**src/rtl/irq_accept_pkg.sv**
```systemverilog
package irq_accept_pkg;

    typedef enum logic [0:0] {
        ST_IDLE  = 1'b0,
        ST_ARMED = 1'b1
    } acc_state_e;

endpackage

```
**src/rtl/irq_latch_gate.sv**
```systemverilog
module irq_latch_gate (
    input  logic irq_req,
    input  logic trap_pending,
    input  logic armed,
    input  logic trap_squash,
    input  logic ext_squash,
    output logic may_capture
);

    logic inhibit;

    always_comb begin
        inhibit     = trap_pending | armed | trap_squash | ext_squash;
        may_capture = irq_req & ~inhibit;
    end

endmodule

```
**src/rtl/irq_trap_flag.sv**
```systemverilog
module irq_trap_flag (
    input  logic clk,
    input  logic rst,
    input  logic set_i,
    input  logic clr_i,
    output logic pending_o
);

    always_ff @(posedge clk) begin
        if (rst) begin
            pending_o <= 1'b0;
        end else if (set_i) begin
            pending_o <= 1'b1;
        end else if (clr_i) begin
            pending_o <= 1'b0;
        end
    end

    AST_TRAP_HOLDS: assert property (@(posedge clk) disable iff (rst)
        (pending_o && !clr_i) |=> pending_o);

    AST_TRAP_CLEARS: assert property (@(posedge clk) disable iff (rst)
        (pending_o && clr_i && !set_i) |=> !pending_o);

endmodule

```
**src/rtl/irq_accept_fsm.sv**
```systemverilog
module irq_accept_fsm
    import irq_accept_pkg::*;
#(
    parameter int CAUSE_W = 4
) (
    input  logic               clk,
    input  logic               rst,
    input  logic               irq_req,
    input  logic [CAUSE_W-1:0] cause_in,
    input  logic               drained,
    input  logic               may_capture,
    output logic               armed,
    output logic               hold_pulse,
    output logic               release_pulse,
    output logic               start_pulse,
    output logic [CAUSE_W-1:0] cause_q
);

    acc_state_e state_q;
    acc_state_e state_d;

    always_ff @(posedge clk) begin
        if (rst) begin
            state_q <= ST_IDLE;
            cause_q <= '0;
        end else begin
            state_q <= state_d;
            if (hold_pulse) begin
                cause_q <= cause_in;
            end
        end
    end

    always_comb begin
        state_d       = state_q;
        hold_pulse    = 1'b0;
        release_pulse = 1'b0;
        start_pulse   = 1'b0;
        unique case (state_q)
            ST_IDLE: begin
                if (may_capture) begin
                    hold_pulse = 1'b1;
                    state_d    = ST_ARMED;
                end
            end
            ST_ARMED: begin
                if (!irq_req) begin
                    release_pulse = 1'b1;
                    state_d       = ST_IDLE;
                end else if (drained) begin
                    release_pulse = 1'b1;
                    start_pulse   = 1'b1;
                    state_d       = ST_IDLE;
                end
            end
            default: state_d = ST_IDLE;
        endcase
    end

    assign armed = (state_q == ST_ARMED);

    AST_CAUSE_KEPT: assert property (@(posedge clk) disable iff (rst)
        (armed && !hold_pulse) |=> $stable(cause_q));

    AST_HOLD_PULSE: assert property (@(posedge clk) disable iff (rst)
        hold_pulse |=> !hold_pulse);

    AST_RELEASE_PULSE: assert property (@(posedge clk) disable iff (rst)
        release_pulse |=> !release_pulse);

    AST_NO_SAME_CYCLE_TAKE: assert property (@(posedge clk) disable iff (rst)
        hold_pulse |-> !start_pulse);

    AST_START_ONLY_ARMED: assert property (@(posedge clk) disable iff (rst)
        start_pulse |-> $past(hold_pulse) || armed);

endmodule

```
**src/rtl/irq_accept_ctrl.sv**
```systemverilog
module irq_accept_ctrl #(
    parameter int CAUSE_W = 4
) (
    input  logic               clk,
    input  logic               rst,
    input  logic               irq_req_i,
    input  logic [CAUSE_W-1:0] irq_cause_i,
    input  logic               rob_empty_i,
    input  logic               stores_pend_i,
    input  logic               trap_squash_i,
    input  logic               ext_squash_i,
    input  logic               trap_done_i,
    output logic               fetch_hold_o,
    output logic               fetch_release_o,
    output logic               handler_start_o,
    output logic [CAUSE_W-1:0] handler_cause_o,
    output logic               trap_squash_req_o,
    output logic               trap_pending_o
);

    logic drained;
    logic armed;
    logic may_capture;

    assign drained = rob_empty_i & ~stores_pend_i;

    irq_latch_gate u_gate (
        .irq_req      (irq_req_i),
        .trap_pending (trap_pending_o),
        .armed        (armed),
        .trap_squash  (trap_squash_i),
        .ext_squash   (ext_squash_i),
        .may_capture  (may_capture)
    );

    irq_accept_fsm #(
        .CAUSE_W (CAUSE_W)
    ) u_fsm (
        .clk           (clk),
        .rst           (rst),
        .irq_req       (irq_req_i),
        .cause_in      (irq_cause_i),
        .drained       (drained),
        .may_capture   (may_capture),
        .armed         (armed),
        .hold_pulse    (fetch_hold_o),
        .release_pulse (fetch_release_o),
        .start_pulse   (handler_start_o),
        .cause_q       (handler_cause_o)
    );

    irq_trap_flag u_trap (
        .clk       (clk),
        .rst       (rst),
        .set_i     (handler_start_o),
        .clr_i     (trap_done_i),
        .pending_o (trap_pending_o)
    );

    assign trap_squash_req_o = handler_start_o;

    AST_START_SETS_TRAP: assert property (@(posedge clk) disable iff (rst)
        handler_start_o |=> trap_pending_o);

    AST_NO_CAPTURE_IN_TRAP: assert property (@(posedge clk) disable iff (rst)
        trap_pending_o |-> !fetch_hold_o);

    AST_NO_CAPTURE_SQUASH: assert property (@(posedge clk) disable iff (rst)
        (trap_squash_i || ext_squash_i) |-> !fetch_hold_o);

    AST_START_PULSE: assert property (@(posedge clk) disable iff (rst)
        handler_start_o |=> !handler_start_o);

    AST_START_DRAINED: assert property (@(posedge clk) disable iff (rst)
        handler_start_o |-> (rob_empty_i && !stores_pend_i && irq_req_i));

endmodule

```
**config.mk**
```make
export PLATFORM = sky130hd
export DESIGN_NAME = irq_accept_ctrl
export DESIGN_NICKNAME = d
export VERILOG_FILES = /design/src/rtl/irq_accept_pkg.sv /design/src/rtl/irq_latch_gate.sv /design/src/rtl/irq_trap_flag.sv /design/src/rtl/irq_accept_fsm.sv /design/src/rtl/irq_accept_ctrl.sv
export SDC_FILE = /design/constraint.sdc
export NUM_CORES = 1
export LEC_CHECK = 0
export BUFFER_PORTS_ARGS = -buffer_cell sky130_fd_sc_hd__buf_2
export CAP_MARGIN = 10
export CORE_AREA = 2 2 39 41
export CTS_CLUSTER_DIAMETER = 30
export DETAILED_ROUTE_END_ITERATION = 12
export DIE_AREA = 0 0 41 43
export PLACE_DENSITY = 0.55
export SETUP_SLACK_MARGIN = 0.5
export SLEW_MARGIN = 0
export SYNTH_ARGS = -nofsm -noshare
export SYNTH_HDL_FRONTEND = slang
export SYNTH_HIERARCHICAL = 1
export SYNTH_SLANG_ARGS = --single-unit
export TNS_END_PERCENT = 1
```
**constraint.sdc**
```tcl
create_clock -name clk -period 1.5 [get_ports clk]
set_clock_uncertainty 0.2 [all_clocks]
set_input_delay 0.15 -clock clk [delete_from_list [all_inputs] [get_ports clk]]
set_output_delay 0.15 -clock clk [all_outputs]
set_load 0.03 [all_outputs]
```
==> impl_metrics.tcl, run 1 <==
set metrics [dict create \
    status "finished with violations" \
    synth_cells 32 \
    insertion_delay_ps 240 \
    synth-seq-cells 6 \
    drc_errors 0 \
    rr_worst_depth 4 \
    syn_avg_cell_area_sq_um 9.97 \
    drt-initial-drc-count 2 \
    grt_antenna_before_repair 0 \
    start_util_pct 23.1 \
    fin_area_sq_um 559 \
    fin_crit_sh_pct 101 \
    grt_pass1_wl_um 1260 \
    worst_slew_pin_slew_ps 213 \
    clock_path_buffers 2 \
    clk_pin_slew_ps 50 \
    core_sq_mm 0.00138 \
    required_ps 1150 \
    pin_count 21 \
    critical_path_class "flop to output pin" \
    postPlaceCellArea_sq_um 465 \
    fin_ws_ps -13.9 \
    grt_use_total_pct 11.0 \
    rrSetupSlack_ps 190 \
    diodes 0 \
    cts_htree_levels 1 \
    peakVddDrop_uv 357 \
    worst-path-max-fanout 2 \
    final_nets 72 \
    timing.rr.end "u_fsm/cause_q[1]$_SDFFE_PP0P_" \
    grt-ovfl-total 0 \
    holdWs_ps -29.4 \
    grt_pass1_vias 303 \
    r2r-start "u_fsm/armed$_SDFF_PP0_" \
    wl_um 798 \
    p_leak_nw 0.242 \
    cp_data_arrival_time_ps 1160 \
    firstDrtPassIters 3 \
    syn2layout_area_growth_pct 75.3 \
    crit_path_start_kind "flop" \
    die_height_um 43 \
    root_buffer "clkbuf_4" \
    netlist_area_sq_um 319 \
    violations "negative hold slack, negative setup slack" \
    gp_routability_congestion 0.632 \
    endpoint_kind "output pin" \
    synth_nets 44 \
    whs_endpoint "u_trap/pending_o$_SDFFE_PP0P_" \
    period_needed_ps 1510 \
    slew_viol_final 0 \
    setup_violations 1 \
    synth.distinct_cells 13 \
    fin_total_pwr_w 0.000392 \
    io_buffers 20 \
    cts_num_sinks 6 \
    drive_gt1_share_pct 65.5 \
    power_density_mw_per_mm2 701 \
    hold_violations 5 \
    routedWlPerCell_um 10.8 \
    fmax_mhz 661 \
    holdCritStartpoint "rst" \
    yosys_warnings 6 \
    synth_seq_area_share_pct 37.6 \
    ant_nets 0 \
    hp-class "primary input to flop" \
    grt_max_degree 12 \
    cts_tree "yes" \
    cts_buffers 3 \
    rsz0062_at_grt "yes" \
    hold-path-cell-count 2 \
    std_cell_rows 14 \
    dr_total_vias 329 \
    cap_violations 0 \
    via_per_inst 4.45 \
    die_x_um 41 \
    dieArea_sq_mm 0.00176 \
    relSlewSlack_pct 85.7 \
]
[logic make-up (layout without fill, tap and decap cells)]
logic type / count (synthesis) / in the layout / share of synthesized area, %
AO/OA/AOI/OAI: 7 / 7 / 14.5
buffers and inverters: 4 / 30 / 5.88
flip-flops: 6 / 6 / 37.6
AND/OR/NAND/NOR: 15 / 15 / 42.0
[worst max path at each step]
stage	start	endpoint	slack, ps	cells past startpoint
after CTS	u_fsm/armed$_SDFF_PP0_	fetch_hold_o	-40	3
after global routing	u_fsm/armed$_SDFF_PP0_	fetch_hold_o	-80	3
after floorplan	u_fsm/armed$_SDFF_PP0_	u_fsm/armed$_SDFF_PP0_	30	3
after global placement	u_fsm/armed$_SDFF_PP0_	fetch_hold_o	200	3
after detailed placement	u_fsm/armed$_SDFF_PP0_	fetch_hold_o	150	3
final	u_fsm/armed$_SDFF_PP0_	fetch_hold_o	-10	3
[repair_timing]
action,CTS,global route
pin swaps,1,0
endpoints found under the hold margin,6,5
gates resized for setup,22,1
buffers inserted,1,0
endpoints found under the setup margin,15,15
[final cells by class]
type	instances	area, sq um
fillers	145	825
multi-input cells	22	193
repair buffers	24	183
flip-flops and latches	6	130
clock buffers	3	22.5
well taps	16	20.0
inverters	3	11.3
[layer usage]
| layer | global-route usage, % | share of wire, % | vias to the layer above |
|---|---|---|---|
| li1 | - | - | 165 |
| met1 | 14.1 | 48 | 147 |
| met2 | 14.1 | 43 | 17 |
| met3 | 4.71 | 8.8 | 0 |
| met4 | 8.00 | 0 | 0 |
| met5 | 0 | 0 | - |
[report_power, final]
| part | total [W] | internal (W) | leakage [nW] | switching, W |
|---|---|---|---|---|
| clock | 0.000147 | 0.0000904 | 0.0138 | 0.0000564 |
| sequential | 0.000168 | 0.000164 | 0.0518 | 0.00000375 |
| combinational | 0.0000774 | 0.0000413 | 0.177 | 0.0000361 |
| total | 0.000392 | 0.000296 | 0.242 | 0.0000963 |
[flip-flops by register name, indices dropped and copies added (netlist names)]
register / cells
u_fsm/armed: 1
u_fsm/cause_q: 4
u_trap/pending_o: 1
[synthesized netlist by cell type (all sizes together)]
master	count	area [sq um]
and3	1	7.51
buf	1	7.51
a32o	1	10.0
nor2b	2	27.5
inv	3	11.3
a21boi	1	7.51
dfxtp	6	120
nor2	1	3.75
o21ai	4	20.0
a21oi	1	8.76
nor4	1	12.5
nand4bb	4	45.0
nand2b	6	37.5
[placed cells by master (no fill, tap or decap)]
cell type,netlist,final
buf_2,0,11
buf_6,0,8
nand2b_1,6,6
buf_4,1,5
dfxtp_2,0,5
nand4bb_1,4,4
o21ai_1,0,4
clkbuf_4,0,3
inv_1,3,3
nor2b_4,2,2
and3_4,0,1
a21boi_1,0,1
nor2_1,1,1
a32o_1,1,1
nor4_4,0,1
a21oi_2,1,1
dfxtp_4,0,1
[worst max-delay path: stages (launching register included)]
cell and delay, ps:
dfxtp_2 330, nor4_4 260, nor2b_4 200, buf_6 140
[metrics by stage]
step / util (%) / cells / hold slack [ps] / setup slack, ps / setup TNS, ps
6_report: 40.4 / 74 / -29.4 / -13.9 / -13.9
5_1_grt: 40.4 / 74 / -33.0 / -84.9 / -116
4_1_cts: 40.1 / 74 / -37.0 / -44.3 / -44.3
3_5_place_dp: 33.6 / 70 / 222 / 151 / 0
3_3_place_gp: 33.6 / 70 / 214 / 196 / 0
2_1_floorplan: - / 32 / 5.08 / 32.2 / 0
Power figures use the tool's default switching activity.
==> run 2: changes to the inputs <==
--- a/config.mk
+++ b/config.mk
@@ -11,7 +11,6 @@
 export CTS_CLUSTER_DIAMETER = 30
 export DETAILED_ROUTE_END_ITERATION = 12
 export DIE_AREA = 0 0 41 43
-export PLACE_DENSITY = 0.55
 export SETUP_SLACK_MARGIN = 0.5
 export SLEW_MARGIN = 0
 export SYNTH_ARGS = -nofsm -noshare
==> run 2 against run 1 <==
Via count fell by 4.9%. Worst hold slack got worse by 12 ps. Cell count did not move. Cell area fell by 0.67%. Critical path type unchanged. The flow still finishes with violations (negative hold slack, negative setup slack). Combinational power fell by 0.5%. Sequential power barely moved. Critical path depth did not move. First-iteration DRC count rose to 3.5 times the previous value. Sequential cell count did not move. Fmax fell by 0.30%. Non-clock buffer count did not move.
==> impl_metrics.tcl, run 2 (same netlist as run 1, synthesis figures left out) <==
set metrics [dict create \
    fin_setup_tns_ps -18.5 \
    utilization_pct 40.1 \
    worst-path-max-fanout 2 \
    slowest_stage "dfxtp_2" \
    grt_use_total_pct 11.2 \
    largest_reg_flops 4 \
    final_cell_mix "buf_2 (11), buf_6 (7), buf_4 (6), nand2b_1 (6), dfxtp_2 (5)" \
    cap_violations 0 \
    fin_crit_sh_pct 101 \
    insertion_delay_ps 250 \
    pin_count 21 \
    cts_num_sinks 6 \
    crit_chain "nor4_4, nor2b_4, buf_6" \
    core_sq_mm 0.00138 \
    fmax_mhz 659 \
    final_nets 72 \
    period_needed_ps 1520 \
    wl_um 787 \
    fin_ws_ps -18.5 \
    clk_pin_slew_ps 50 \
    top_register "u_fsm/cause_q" \
    syn2layout_area_growth_pct 74.1 \
    grt-ovfl-total 0 \
    p_leak_nw 0.242 \
    layout_commonest_cell "buf_2" \
    cts_htree_levels 1 \
    io_buffers 20 \
    die_height_um 43 \
    grt_max_degree 12 \
    ant_nets 0 \
    worst_slew_pin_slew_ps 216 \
    drive_gt1_share_pct 65.5 \
    crit_path_start_kind "flop" \
    grt_pass1_wl_um 1290 \
    rsz0062_at_grt "yes" \
    max_stage_delay_ps 330 \
    holdWs_ps -40.9 \
    critical_path_class "flop to output pin" \
    setup_violations 1 \
    cts_buffers 3 \
    std_cell_rows 14 \
    gp_routability_congestion 0.659 \
    slew_viol_final 0 \
    routedWlPerCell_um 10.6 \
    dr_total_vias 313 \
    clock_path_buffers 2 \
    power_density_mw_per_mm2 716 \
    drc_errors 0 \
    dp_hpwl_um 576 \
    violations "negative hold slack, negative setup slack" \
    peakVddDrop_uv 351 \
    dieArea_sq_mm 0.00176 \
    grt_antenna_before_repair 0 \
    drt-initial-drc-count 7 \
    status "finished with violations" \
    grt_pass1_vias 317 \
    root_buffer "clkbuf_4" \
    start_util_pct 23.1 \
    required_ps 1150 \
    hold_violations 6 \
    diodes 0 \
    firstDrtPassIters 4 \
    via_per_inst 4.23 \
    cts_tree "yes" \
    hp-class "primary input to flop" \
    endpoint_kind "output pin" \
    cp_data_arrival_time_ps 1170 \
    relSlewSlack_pct 85.5 \
    die_x_um 41 \
]
==> run 2: timing repair <==
action | 4_1_cts | 5_1_grt
endpoints found under the setup margin | 15 | 15
hold endpoints to repair | 6 | 4
gates resized for setup | 21 | 1
setup buffers | 1 | 0
pin swaps | 1 | 1
==> run 2: layout make-up <==
| type | instances | area [sq um] |
|---|---|---|
| timing repair buffer | 24 | 179 |
| tap | 16 | 20.0 |
| fill | 151 | 828 |
| inverter | 3 | 11.3 |
| sequential | 6 | 130 |
| clock buffer | 3 | 22.5 |
| multi-input combinational | 22 | 193 |
==> run 2: metal layers <==
layer  wire, um  GRT usage, %
met5          0             0
met4          0          8.00
met1        362          14.1
met3         94          5.24
met2        330          14.4
==> run 2: worst paths after layout <==
| kind | from | to | slack (ps) | cells past startpoint |
|---|---|---|---|---|
| hold / removal | rst | u_trap/pending_o$_SDFFE_PP0P_ | -40 | 2 |
| setup reg to reg | u_fsm/armed$_SDFF_PP0_ | u_fsm/cause_q[3]$_SDFFE_PP0P_ | 200 | 4 |
| hold reg to reg | u_fsm/cause_q[1]$_SDFFE_PP0P_ | u_fsm/cause_q[1]$_SDFFE_PP0P_ | 280 | 2 |
| setup / recovery | u_fsm/armed$_SDFF_PP0_ | fetch_hold_o | -20 | 3 |
==> run 2: report_power, final <==
| group | internal (W) | total (W) | switching (W) |
|---|---|---|---|
| Clock | 0.0000908 | 0.000153 | 0.0000622 |
| Sequential | 0.000164 | 0.000168 | 0.00000370 |
| Combinational | 0.0000411 | 0.0000770 | 0.0000359 |
==> run 2: critical path: cells and delay by family, from the launching register on <==
kind	cells	cell delay (ps)
AND/OR/NAND/NOR	2	460
flip-flops	1	330
buffers and inverters	1	130
==> run 2: per-stage QoR <==
step	total power [W]	cells	instance area, sq um	hold slack [ps]	setup slack (ps)
final	0.000398	74	556	-40.9	-18.5
after floorplan	0.000207	32	330	5.08	32.2
after detailed placement	0.000239	70	465	217	159
after CTS	0.000403	74	552	-40.3	-31.6
after global routing	0.000419	74	556	-25.1	-73.8
after global placement	0.000239	70	465	220	197
==> run 3: changes to the inputs <==
--- a/config.mk
+++ b/config.mk
@@ -15,6 +15,5 @@
 export SLEW_MARGIN = 0
 export SYNTH_ARGS = -nofsm -noshare
 export SYNTH_HDL_FRONTEND = slang
-export SYNTH_HIERARCHICAL = 1
 export SYNTH_SLANG_ARGS = --single-unit
 export TNS_END_PERCENT = 1
==> run 3 against run 2 <==
The flow now finishes without violations. Wire length shrank 18%. Sequential power hardly changed. Combinational power is 4.4% lower. Non-clock buffer count is 2 higher. Utilization down 2.7 points. Register-to-register slack better by 20 ps. First-iteration DRC count is 86% lower. Global-route usage decreased by 2.3 points. Fmax increased by 9.3%. Sequential share of layout area up 0.49 points.
==> impl_metrics.tcl, run 3 <==
set metrics [dict create \
    status "completed" \
    rr_worst_depth 4 \
    grt_pass1_vias 271 \
    crit_path_start_kind "flop" \
    cts_htree_levels 1 \
    synthFlopType "dfxtp_1" \
    insertion_delay_ps 240 \
    pwr-share-seq_pct 41.3 \
    yosys_warnings 0 \
    pwr-share-comb_pct 18.3 \
    diodes 0 \
    dieArea_sq_mm 0.00176 \
    rsz0062_at_grt "yes" \
    dr_total_vias 298 \
    cts_num_sinks 6 \
    period_needed_ps 1390 \
    cp_data_arrival_time_ps 1040 \
    final_cell_mix "buf_2 (17), nand2b_1 (9), dlygate4sd3_1 (5), dfxtp_1 (5), mux2i_1 (4)" \
    largest_reg_flops 4 \
    layout_commonest_cell "buf_2" \
    synth-seq-cells 6 \
    p_clk_share_pct 40.4 \
    firstDrtPassIters 4 \
    peakVddDrop_uv 368 \
    io_buffers 20 \
    power_switching_w 0.0000973 \
    power_density_mw_per_mm2 774 \
    grt_max_degree 11 \
    synth_top_cell_by_area "dfxtp_1" \
    critical_path_class "flop to output pin" \
    rrSetupSlack_ps 220 \
    synth.distinct_cells 13 \
    synth_nets 42 \
    post-place-cells 66 \
    synth_seq_area_share_pct 39.2 \
    slew_viol_final 0 \
    synth_area_leaders "dfxtp_1 (39%), nand2b_1 (18%), mux2i_1 (13%), nor4_4 (6.9%), nand2b_4 (4.5%)" \
    holdCritStartpoint "trap_done_i" \
    synthArstFlopShare_pct 0 \
    root_buffer "clkbuf_4" \
    drc_errors 0 \
    pin_count 21 \
    hold_violations 0 \
    die_x_um 41 \
    p_leak_nw 0.241 \
    wl_um 648 \
    fmax_mhz 720 \
    worst-path-max-fanout 3 \
    synth_commonest_cells "nand2b_1 (9), dfxtp_1 (6), mux2i_1 (4)" \
    whs_endpoint "u_trap.pending_o$_SDFFE_PP0P_" \
    stdcell_count 75 \
    clock_path_buffers 2 \
    synth_edf_count 0 \
    start_util_pct 22.2 \
    netlist_area_sq_um 307 \
    drive_gt1_share_pct 45.8 \
    setup_violations 0 \
    cts_buffers 3 \
    worst_slew_pin_slew_ps 244 \
    grt_pass1_wl_um 1030 \
    r2r-start "u_fsm.armed$_SDFF_PP0_" \
    p_sw_share_pct 24.3 \
    required_ps 1150 \
    clk_pin_slew_ps 50 \
    cts_setup_buffers 0 \
    hp-class "primary input to flop" \
    fin_total_pwr_w 0.000401 \
    top_register "u_fsm.cause_q" \
    cell_internal_pwr_w 0.000304 \
    via_per_inst 3.97 \
    final_nets 72 \
    hold-path-cell-count 3 \
    dp_hpwl_um 485 \
    utilization_pct 37.4 \
    core_sq_mm 0.00138 \
    grt_use_total_pct 8.96 \
    synth.most_common_cell "nand2b_1" \
    ant_nets 0 \
    synth_cells 30 \
    grt_antenna_before_repair 0 \
    fin_crit_sh_pct 92.6 \
    gp_routability_congestion 0.610 \
    post-synth-top-area-fraction_pct 39.2 \
    drt-initial-drc-count 1 \
    crit_start "u_fsm.armed$_SDFF_PP0_" \
    grt-ovfl-total 0 \
    fin_setup_tns_ps 0 \
    die_height_um 43 \
    endpoint_kind "output pin" \
    cts_tree "yes" \
    fill_cells 144 \
    syn2layout_area_growth_pct 69.0 \
    syn_avg_cell_area_sq_um 10.2 \
    cap_violations 0 \
    std_cell_rows 14 \
    timing.rr.end "u_fsm.cause_q[1]$_SDFFE_PP0P_" \
    routedWlPerCell_um 8.64 \
    relSlewSlack_pct 83.6 \
]
run 3: cell count changes after synthesis, sizes merged, moves of 2 or more:
cell     change
mux2i        +4
nand2b       +4
o21ai        -4
inv          -2
nand4bb      -4
run 3: layout make-up:
class                   instances  area [sq um]  area share (%)
flip-flops and latches          6           124            23.9
repair buffers                 26           169            32.6
well taps                      16          20.0            3.86
inverters                       1          3.75           0.725
clock buffers                   4          26.3            5.07
multi-input cells              22           175            33.8
run 3: logic make-up (layout without fill, tap and decap cells):
family                 count (synthesis)  in the layout  share of synthesized area [%]
buffers and inverters                  2             31                           3.67
and+or+nand+nor                       15             15                           36.3
AOI/OAI and AO/OA                      3              3                           7.76
muxes                                  4              4                           13.1
DFF                                    6              6                           39.2
run 3: per-stage QoR:
step	setup WS [ps]	hold slack, ps	area [sq um]
after floorplan	-6.00	11.9	310
after global placement	282	197	430
after detailed placement	271	204	430
after CTS	95.3	-1.18	513
after global routing	37.1	19.4	518
final	111	8.88	518
run 3: power groups by stage:
stage | combinational [W] | clock (W) | sequential, W
after global placement | 0.0000624 | 0 | 0.000169
after CTS | 0.0000744 | 0.000175 | 0.000166
after floorplan | 0.0000270 | 0 | 0.000176
after detailed placement | 0.0000627 | 0 | 0.000169
final | 0.0000736 | 0.000162 | 0.000166
after global routing | 0.0000804 | 0.000184 | 0.000166
run 3: worst max-delay path by stage:
stage                     slack [ps]                            end  cells after the start
after floorplan                   -6  u_fsm.cause_q[0]$_SDFFE_PP0P_                      2
after global placement           280  u_fsm.cause_q[0]$_SDFFE_PP0P_                      4
after detailed placement         270  u_fsm.cause_q[3]$_SDFFE_PP0P_                      4
after CTS                        100                   fetch_hold_o                      3
after global routing              40                   fetch_hold_o                      3
final                            110                   fetch_hold_o                      3
run 3: metal layers:
layer	wire length (um)	share of wire [%]	GRT usage, %	vias up
li1	-	-	-	157
met1	295	46	9.09	124
met2	281	43	13.4	17
met3	71	11	4.71	0
met4	0	0	6.00	0
met5	0	0	0	-
run 3: timing repair:
item / 4_1_cts / 5_1_grt
endpoints found under the setup margin: 14 / 15
hold endpoints to repair: 5 / 0
hold buffers: 5 / 0
gates resized for setup: 2 / 4
run 3: critical path, cell delays in order (launching register included):
cell and delay, ps:
dfxtp_1 310, nand2b_4 140, nor4_4 170, buf_6 170
